<file path="src/rtl/reg_bus_xcvr.sv">
module reg_bus_xcvr #(
  parameter int W = 8
) (
  input  logic         clk,
  input  logic         rst,
  input  logic         oe_n,
  input  logic         dir,
  input  logic         cap_ab,
  input  logic         cap_ba,
  input  logic         sel_ab,
  input  logic         sel_ba,
  input  logic [W-1:0] a_in,
  output logic [W-1:0] a_out,
  output logic         a_oe,
  input  logic [W-1:0] b_in,
  output logic [W-1:0] b_out,
  output logic         b_oe
);

  logic [W-1:0] hold_a, hold_b;
  logic         ab_q, ba_q;
  logic         ab_rise, ba_rise;

  assign ab_rise = cap_ab & ~ab_q;
  assign ba_rise = cap_ba & ~ba_q;

  always_ff @(posedge clk) begin
    ab_q <= cap_ab;
    ba_q <= cap_ba;
    if (rst) begin
      hold_a <= '0;
      hold_b <= '0;
    end else begin
      if (ab_rise) hold_a <= a_in;
      if (ba_rise) hold_b <= b_in;
    end
  end

  assign a_oe  = ~rst & ~oe_n & ~dir;
  assign b_oe  = ~rst & ~oe_n &  dir;
  assign a_out = sel_ba ? hold_b : b_in;
  assign b_out = sel_ab ? hold_a : a_in;

  a_r1_reset_clears: assert property (@(posedge clk)
    $past(rst) |-> (hold_a == '0 && hold_b == '0));

  a_r1_no_drive_in_reset: assert property (@(posedge clk)
    rst |-> (!a_oe && !b_oe));

  a_r2_capture_a: assert property (@(posedge clk) disable iff (rst)
    (cap_ab && !ab_q) |=> (hold_a == $past(a_in)));

  a_r3_capture_b: assert property (@(posedge clk) disable iff (rst)
    (cap_ba && !ba_q) |=> (hold_b == $past(b_in)));

  a_r4_hold_a: assert property (@(posedge clk) disable iff (rst)
    !(cap_ab && !ab_q) |=> $stable(hold_a));

  a_r4_hold_b: assert property (@(posedge clk) disable iff (rst)
    !(cap_ba && !ba_q) |=> $stable(hold_b));

  a_r6_isolation: assert property (@(posedge clk) disable iff (rst)
    oe_n |-> (!a_oe && !b_oe));

  a_r7_live_b_to_a: assert property (@(posedge clk) disable iff (rst)
    (a_oe && !sel_ba) |-> (a_out == b_in));

  a_r8_live_a_to_b: assert property (@(posedge clk) disable iff (rst)
    (b_oe && !sel_ab) |-> (b_out == a_in));

  a_r9_single_driver: assert property (@(posedge clk)
    !(a_oe && b_oe));

endmodule

</file>
<file path="config.mk">
export PLATFORM = sky130hd
export DESIGN_NAME = reg_bus_xcvr
export DESIGN_NICKNAME = d
export VERILOG_FILES = /design/src/rtl/reg_bus_xcvr.sv
export SDC_FILE = /design/constraint.sdc
export NUM_CORES = 1
export LEC_CHECK = 0
export ABC_CLOCK_PERIOD_IN_PS = 2740
export CORE_UTILIZATION = 45
export DETAILED_ROUTE_END_ITERATION = 8
export PLACE_DENSITY = 0.91
export SETUP_SLACK_MARGIN = 0.15
export SYNTH_ARGS = -nofsm -noshare
export SYNTH_HDL_FRONTEND = slang
export SYNTH_SLANG_ARGS = --single-unit
</file>
<file path="constraint.sdc">
create_clock -name clk -period 2.74 [get_ports clk]
set_clock_uncertainty 0.15 [all_clocks]
set_input_delay 0.822 -clock clk [delete_from_list [all_inputs] [get_ports clk]]
set_output_delay 0.822 -clock clk [all_outputs]
set_load 0.005 [all_outputs]
</file>
Word-level counts from Yosys, hierarchy flattened
Index checks and enable logic that the tools add are counted.
{ "totals": {"register_bits": 18, "latch_bits": 0, "ramBits": 0, "mem_bits_ro": 0, "inputBits": 24, "output_inout_bits": 18, "word_cells": 16, "mem_count": 0} }
{ "op_classes": {"add_sub_neg": 0, "n_mul": 0, "n_div": 0, "n_lt_le_gt_ge": 0, "n_eq_ne": 0, "n_shift": 0, "mux": 2, "bitwise_logic": 10, "n_reduce_logical": 0} }
{ "ops": {"columns": ["operator", "n"], "rows": [
  ["8-bit two-way mux", 2],
  ["1-bit AND", 5],
  ["1-bit NOT", 5]
]} }

Longest topological paths before layout
Gate-level depths: netlist of the first run.
{ "depth": {"word_depth": 3, "mapped_depth": 3, "ltp_nobuf": 2} }

Least setup slack after synthesis of the first run
OpenSTA, ideal clock, no wires.
{ "synth_path": {"path_kind": "input port to output port", "from": "input port sel_ba", "to": "output port a_out[0]", "arrival_ns": 1.336, "required_ns": 1.768, "path_slack_ns": 0.432, "stages": 2, "n_path_buf": 1, "cell_sequence": "buf_2 > mux2_2"} }
{ "synth_via": {"elab_chain_cells": 1} }
{ "synth_lines": {"columns": ["element", "line", "text"], "rows": [
  ["start: declaration", "11", "input logic sel_ba,"],
  ["8-bit two-way mux", "41", "assign a_out = sel_ba ? hold_b : b_in;"],
  ["end: declaration", "13", "output logic [W-1:0] a_out,"]
]} }
Every way passes these cells.

Worst setup path after layout of the first run
{ "layout_path": {"from": "input port sel_ab", "to": "output port b_out[6]"} }
{ "layout_via": {"elab_chain_cells": 1} }
{ "layout_lines": {"columns": ["element", "line", "text"], "rows": [
  ["start: declaration", "10", "input logic sel_ab,"],
  ["8-bit two-way mux", "42", "assign b_out = sel_ab ? hold_a : a_in;"],
  ["end: declaration", "16", "output logic [W-1:0] b_out,"]
]} }
Every way passes these cells.

==> flow_summary_export.csv, run 1 <==
group,metric,value,unit
outcome,outcome,"complete, no violations",
synth,synthTopCellsByArea,"dfxtp_1 (36%), mux2_2 (18%), nand4bb_1 (18%), nand2b_1 (10%), o21ai_2 (7.1%)",
final_layout,regArea,360.3,µm²
synth,synth_common_cells,"dfxtp_1 (18), mux2_2 (16), nand2b_1 (16), nand4bb_1 (16)",
worst_setup_path,start_kind,"input pin",
pwr,total_leakage_power,0.6071,nW
synth,synth.area.mux_share,18.23,%
route,wire_per_inst,14.02,µm
cts,cts_tree,"yes",
timing,tns,0,ns
route,wl_met3,126,µm
route,via_per_inst,5.226,
placed_design,hpwl,1648,µm
cts,cts_buffer_depth,2,
synth,synth_compound_area_share,11.14,%
synth,syn-mean-instance-area,10.86,µm²
timing,drv_slew,0,
cts,clkLatencyLatePin,0.28,ns
route,first_iter_violations,9,
synth,synth_top_family_by_area,"simple AND/OR/NAND/NOR gates",
worst_setup_path,crit_type,"input pin to primary output",
route,top_layer,"met4",
synth,yosysTopAreaCellShare,36.46,%
worst_setup_path,cp_max_fo,4,
synth,synthAdderAreaFrac,0,%
worst_setup_path,required,1.77,ns
pwr,peakVddDrop,0.0002221,V
floorplan,rows,16,
cts,htreeDepth,1,
synth,synth_cell_type_count,11,
route,drt-met1-wl,1036,µm
synth,ys.flop_type,"dfxtp_1",
route,wl,2300,µm
global_route,grt_max_degree,33,
timing,fmax,0.3882,GHz
floorplan,fp.dieArea,0.002388,mm²
route,dr.pass1.iters,4,
floorplan,chipHeight,48.87,µm
placed_design,dp_cells,159,
worst_setup_path,worstPathArrival,1.60,ns
synth,syn_area,988.4,µm²
synth,synthArstFlopShare,0,%
global_route,grt_antenna_before_repair,0,
timing,tightest_slew,0.3515,ns
cts,cts.sinks,18,
synth,ys_seq_elements,18,
synth,synth_top_cell_by_area,"dfxtp_1",
final_layout,area_delta_synth_final,45.95,%
global_route,grt_pass1_vias,891,
final_layout,drive_above_1_share,37.23,%
final_layout,final_util,71.35,%
floorplan,die_w,48.87,µm
final_layout,n_antenna_cell,0,
route,drcViolationCount,0,
final_layout,fill_cells,162,
synth,yosysWarnings,0,
final_layout,multiInputGateArea,616.8,µm²
min_path,min_path_type,"flop to flop",
timing,min_period_over_period,94.00,%
floorplan,core-area,0.002022,mm²
global_route,grt_pass1_wl,3857,µm
synth,yosys.area_share.simple,31.65,%
synth,syn_nets,115,
placed_design,numPortBuffers,41,
synth,synth_most_common_cell,"dfxtp_1",
route,ant_nets,0,
flow_run,drv_cap,0,
route,wl_met2,1128,µm
global_route,grt_usage,20.26,%
final_layout,fin_cells,164,
timing,final-setup-viol-count,0,
global_route,overflow,0,
worst_setup_path,cp-end-kind,"primary output",
synth,synth_enable_flop_cells,0,
cts,cts-root-buf,"clkbuf_4",
timing,fin_crit,2.576,ns
final_layout,nets,162,
route,num_vias,857,
floorplan,start_util,48.89,%
pwr,powerDensity,398.8,mW/mm²
floorplan,pin_count,42,
synth,synth-xor-area-share,0,%
timing,rsz0062_at_grt,"true",
synth,synth-seq-area-share,36.46,%
synth,netlist_instances,91,
cts,cts_buffers,3,
timing,relSlewSlack,76.49,%
cts,cts.clk_slew.worst_paths,0.10,ns
placed_design,gp_congestion,0.7103,
timing,hold_viol,0,
==> cell type report <==
| class | count | share of cell area (%) |
|---|---|---|
| multi-input combinational | 68 | 42.76 |
| timing repair buffer | 47 | 27.41 |
| sequential | 18 | 24.98 |
| clock buffer | 4 | 2.515 |
| tap | 27 | 2.342 |
==> cells by family after synthesis <==
logic type             Yosys count
AND/OR/NAND/NOR                 36
AO/OA/AOI/OAI                   16
buffers and inverters            5
multiplexers                    16
flip-flops                      18
==> critical path: stages <==
cell	delay [ns]
buf_2	0.11
buf_6	0.11
buf_4	0.10
mux2_2	0.33
buf_2	0.13
==> sequential cells by signal (all words and copies together) (netlist names) <==
signal	flops
hold_b	8
ab_q	1
hold_a	8
ba_q	1
==> cell usage in the layout (no fill, tap or decap), drive strengths merged <==
cell type and count:
dfxtp 18, buf 18, dlygate4sd2 17, nand2b 16, nand4bb 16, mux2 16, o21ai 16, clkdlybuf4s15 8
clkbuf 4, and2b 2, clkdlybuf4s50 2, dlymetal6s2s 2, nor3 1, nor3b 1
==> stage by stage <==
step / power [mW] / hold WS [ns] / setup slack, ns / cell area, µm²
final: 0.5754 / 0.3168 / 0.1643 / 1443
after CTS: 0.5803 / 0.3221 / 0.1320 / 1431
after floorplan: 0.3485 / 0.2883 / 0.4325 / 988.4
after global routing: 0.6046 / 0.3461 / 0.1370 / 1443
after detailed placement: 0.4382 / 0.3042 / -0.4676 / 1445
after global placement: 0.4344 / 0.2983 / -0.4420 / 1445
==> path summary, 6_finish.rpt <==
check / start / end / slack [ns] / depth (start not counted)
worst min register to register: hold_a[1]$_SDFFE_PP0P_ / hold_a[1]$_SDFFE_PP0P_ / 0.32 / 2
worst max register to register: ba_q$_DFF_P_ / hold_b[7]$_SDFFE_PP0P_ / 1.63 / 2
worst min-delay path: hold_a[1]$_SDFFE_PP0P_ / hold_a[1]$_SDFFE_PP0P_ / 0.32 / 2
worst max-delay path: sel_ab / b_out[6] / 0.16 / 5
==> report_power, final <==
group          switching (mW)  internal, mW
registers             0.00857         0.275
clock network          0.0815        0.0808
logic                  0.0493        0.0804
==> routing by layer <==
layer | GRT usage [%] | vias up
met5 | 0 | -
met4 | 5.392 | 0
met3 | 4.361 | 2
met2 | 37.73 | 31
met1 | 23.03 | 393
li1 | - | 431
==> repair_timing <==
| item | 4_1_cts | 5_1_grt |
|---|---|---|
| gates resized for setup | 87 | 4 |
| hold endpoints to repair | 0 | 0 |
| setup endpoints to repair | 18 | 3 |
| hold buffers | 0 | 0 |
| pin swaps | 1 | 0 |
| buffers inserted | 1 | 0 |
Power figures use the tool's default switching activity.
==> inputs of run 2 (changes only) <==
--- a/config.mk
+++ b/config.mk
@@ -5,8 +5,8 @@
 export SDC_FILE = /design/constraint.sdc
 export NUM_CORES = 1
 export LEC_CHECK = 0
-export ABC_CLOCK_PERIOD_IN_PS = 2740
 export CORE_UTILIZATION = 45
+export CTS_CLUSTER_SIZE = 28
 export DETAILED_ROUTE_END_ITERATION = 8
 export PLACE_DENSITY = 0.91
 export SETUP_SLACK_MARGIN = 0.15
==> results of run 2 <==
The final DEF is identical to that of run 1; final timing and power are the same.
==> inputs of run 3 (changes only) <==
--- a/config.mk
+++ b/config.mk
@@ -8,7 +8,7 @@
 export CORE_UTILIZATION = 45
 export CTS_CLUSTER_SIZE = 28
 export DETAILED_ROUTE_END_ITERATION = 8
-export PLACE_DENSITY = 0.91
+export PLACE_DENSITY = 0.93
 export SETUP_SLACK_MARGIN = 0.15
 export SYNTH_ARGS = -nofsm -noshare
 export SYNTH_HDL_FRONTEND = slang
==> run 3 against run 2 <==
Against the previous run: sequential power barely moved; die area did not move; flip-flop and latch count did not move; critical path depth did not move; combinational power barely moved; clock power rose by 5%; hold slack improved by 0.0077 ns; sequential share of layout area did not move; global-route usage rose by 2.0 points; critical endpoint is now b_out[5].
==> flow_summary_export.csv, run 3 (synthesis gave the netlist of run 1 again) <==
group,metric,value,unit
pwr,seqPwrFrac,48.6,%
worst_setup_path,start_kind,"input pin",
floorplan,core-area,0.002022,mm²
worst_setup_path,cpMaxStageDelayCell,"mux2_2",
global_route,grt_usage,22.29,%
final_layout,drive_above_1_share,39.13,%
placed_design,gp_congestion,0.6948,
pwr,switching_share,25.19,%
global_route,grt_pass1_wl,4091,µm
timing,drv_slew,0,
global_route,grt_use_met2,39.81,%
timing,tns,0,ns
worst_setup_path,path_cells,"buf_2 -> buf_6 -> buf_4 -> mux2_2 -> buf_2",
worst_setup_path,crit_type,"input pin to primary output",
pwr,p_int,0.4361,mW
route,drcViolationCount,0,
timing,final-setup-viol-count,0,
pwr,clock_power_share,29.1,%
final_layout,n_antenna_cell,0,
placed_design,placed_cell_area,0.001453,mm²
route,dr.pass1.iters,4,
worst_setup_path,worstPathArrival,1.58,ns
global_route,use_met1,25.48,%
flow_run,drv_cap,0,
timing,fin_crit,2.553,ns
final_layout,nets,163,
pwr,p_comb_share,22.2,%
route,num_vias,885,
route,wire_per_inst,14.50,µm
cts,postCtsHoldBufs,0,
global_route,use_met3,4.984,%
route,via_per_inst,5.364,
final_layout,final_cell_area,0.001443,mm²
cts,cts_tree,"yes",
worst_setup_path,cpMostUsedCell,"buf_2",
global_route,busiest_layer,"met2",
floorplan,pin_count,42,
global_route,grt_pass1_vias,874,
pwr,powerDensity,404.1,mW/mm²
floorplan,die_w,48.87,µm
final_layout,final_cell_mix,"dfxtp_1 (18), dlygate4sd2_1 (17), mux2_2 (16), nand2b_1 (16), nand4bb_1 (16)",
floorplan,chipHeight,48.87,µm
global_route,grt_max_degree,33,
floorplan,fp.dieArea,0.002388,mm²
timing,min_period_over_period,93.19,%
floorplan,rows,16,
worst_setup_path,crit_family,"buffers and inverters",
worst_setup_path,required,1.77,ns
cts,cts.clk_slew.worst_paths,0.10,ns
worst_setup_path,slowest_delay,0.31,ns
global_route,overflow,0,
global_route,grt_antenna_before_repair,0,
worst_setup_path,cp-end-kind,"primary output",
cts,cts-root-buf,"clkbuf_4",
cts,cts_buffer_depth,2,
timing,rsz0062_at_grt,"false",
cts,htreeDepth,1,
timing,fmax,0.3916,GHz
min_path,min_path_type,"flop to flop",
cts,cts.sinks,18,
placed_design,numPortBuffers,41,
floorplan,start_util,48.89,%
outcome,outcome,"complete, no violations",
worst_setup_path,path_buf_inv,4,
final_layout,top_regs,"hold_a x8, hold_b x8",
worst_setup_path,cp_max_fo,4,
final_layout,area_delta_synth_final,45.95,%
pwr,p_sw,0.1469,mW
timing,hold_viol,0,
worst_setup_path,reg2reg_slack,1.63,ns
placed_design,hpwl,1694,µm
pwr,total_leakage_power,0.6080,nW
timing,tightest_slew,0.3625,ns
timing,relSlewSlack,75.76,%
cts,cts_buffers,3,
pwr,peakVddDrop,0.0002858,V
route,first_iter_violations,6,
route,ant_nets,0,
final_layout,final_common_cell,"dfxtp_1",
cts,clkLatencyLatePin,0.30,ns
route,wl,2392,µm
[run 3: cell types whose count changed in the layout (fill, tap and decap cells not counted), sizes merged]
cell,delta
clkdlybuf4s15,-1
buf,+2
[run 3: worst paths after layout]
check | cells past startpoint | endpoint | startpoint
worst max-delay path | 5 | b_out[5] | sel_ab
worst min-delay path | 2 | hold_a[2]$_SDFFE_PP0P_ | hold_a[2]$_SDFFE_PP0P_
worst max register to register | 2 | hold_b[2]$_SDFFE_PP0P_ | ba_q$_DFF_P_
worst min register to register | 2 | hold_a[2]$_SDFFE_PP0P_ | hold_a[2]$_SDFFE_PP0P_
[run 3: through the flow]
stage	hold WS [ns]	instances	power (mW)	setup WS [ns]	util (%)
after global placement	0.2982	160	0.4355	-0.4379	71.84
after global routing	0.3530	165	0.6081	0.1567	71.35
after CTS	0.3211	165	0.5835	0.1255	71.35
final	0.3245	165	0.5829	0.1867	71.35
after floorplan	0.2883	91	0.3485	0.4325	-
after detailed placement	0.3041	160	0.4387	-0.4566	71.84
[run 3: area by class of cell]
cell class              instances  area (µm²)
multi-input cells              68       613.1
flip-flops and latches         18       360.3
clock buffers                   4       36.28
fillers                       177       579.3
repair buffers                 48       399.1
well taps                      27       33.78
[run 3: power groups by stage]
stage / Clock [mW] / Sequential [mW] / Combinational (mW)
floorplan: 0 / 0.286 / 0.0623
global placement: 0 / 0.289 / 0.147
detailed placement: 0 / 0.289 / 0.150
CTS: 0.170 / 0.283 / 0.130
global route: 0.182 / 0.286 / 0.140
finish: 0.170 / 0.283 / 0.130
[run 3: layer usage]
| layer | vias up | part of all wire [%] | routed length, µm |
|---|---|---|---|
| met5 | - | 0 | 0 |
| met4 | 0 | 2.1 | 51 |
| met1 | 414 | 43 | 1026 |
| met3 | 6 | 5.0 | 120 |
| li1 | 431 | - | - |
| met2 | 34 | 50 | 1195 |
[run 3: what timing repair did]
action	CTS	global route
pin swaps	0	1
gates resized for setup	89	4
buffers inserted	1	0
endpoints found under the setup margin	18	3
hold endpoints to repair	0	0
[run 3: tightest hold or removal path, cell delays in order (launching register included)]
cell and delay [ns]:
dfxtp_1 0.32, nand2b_1 0.06, o21ai_1 0.05
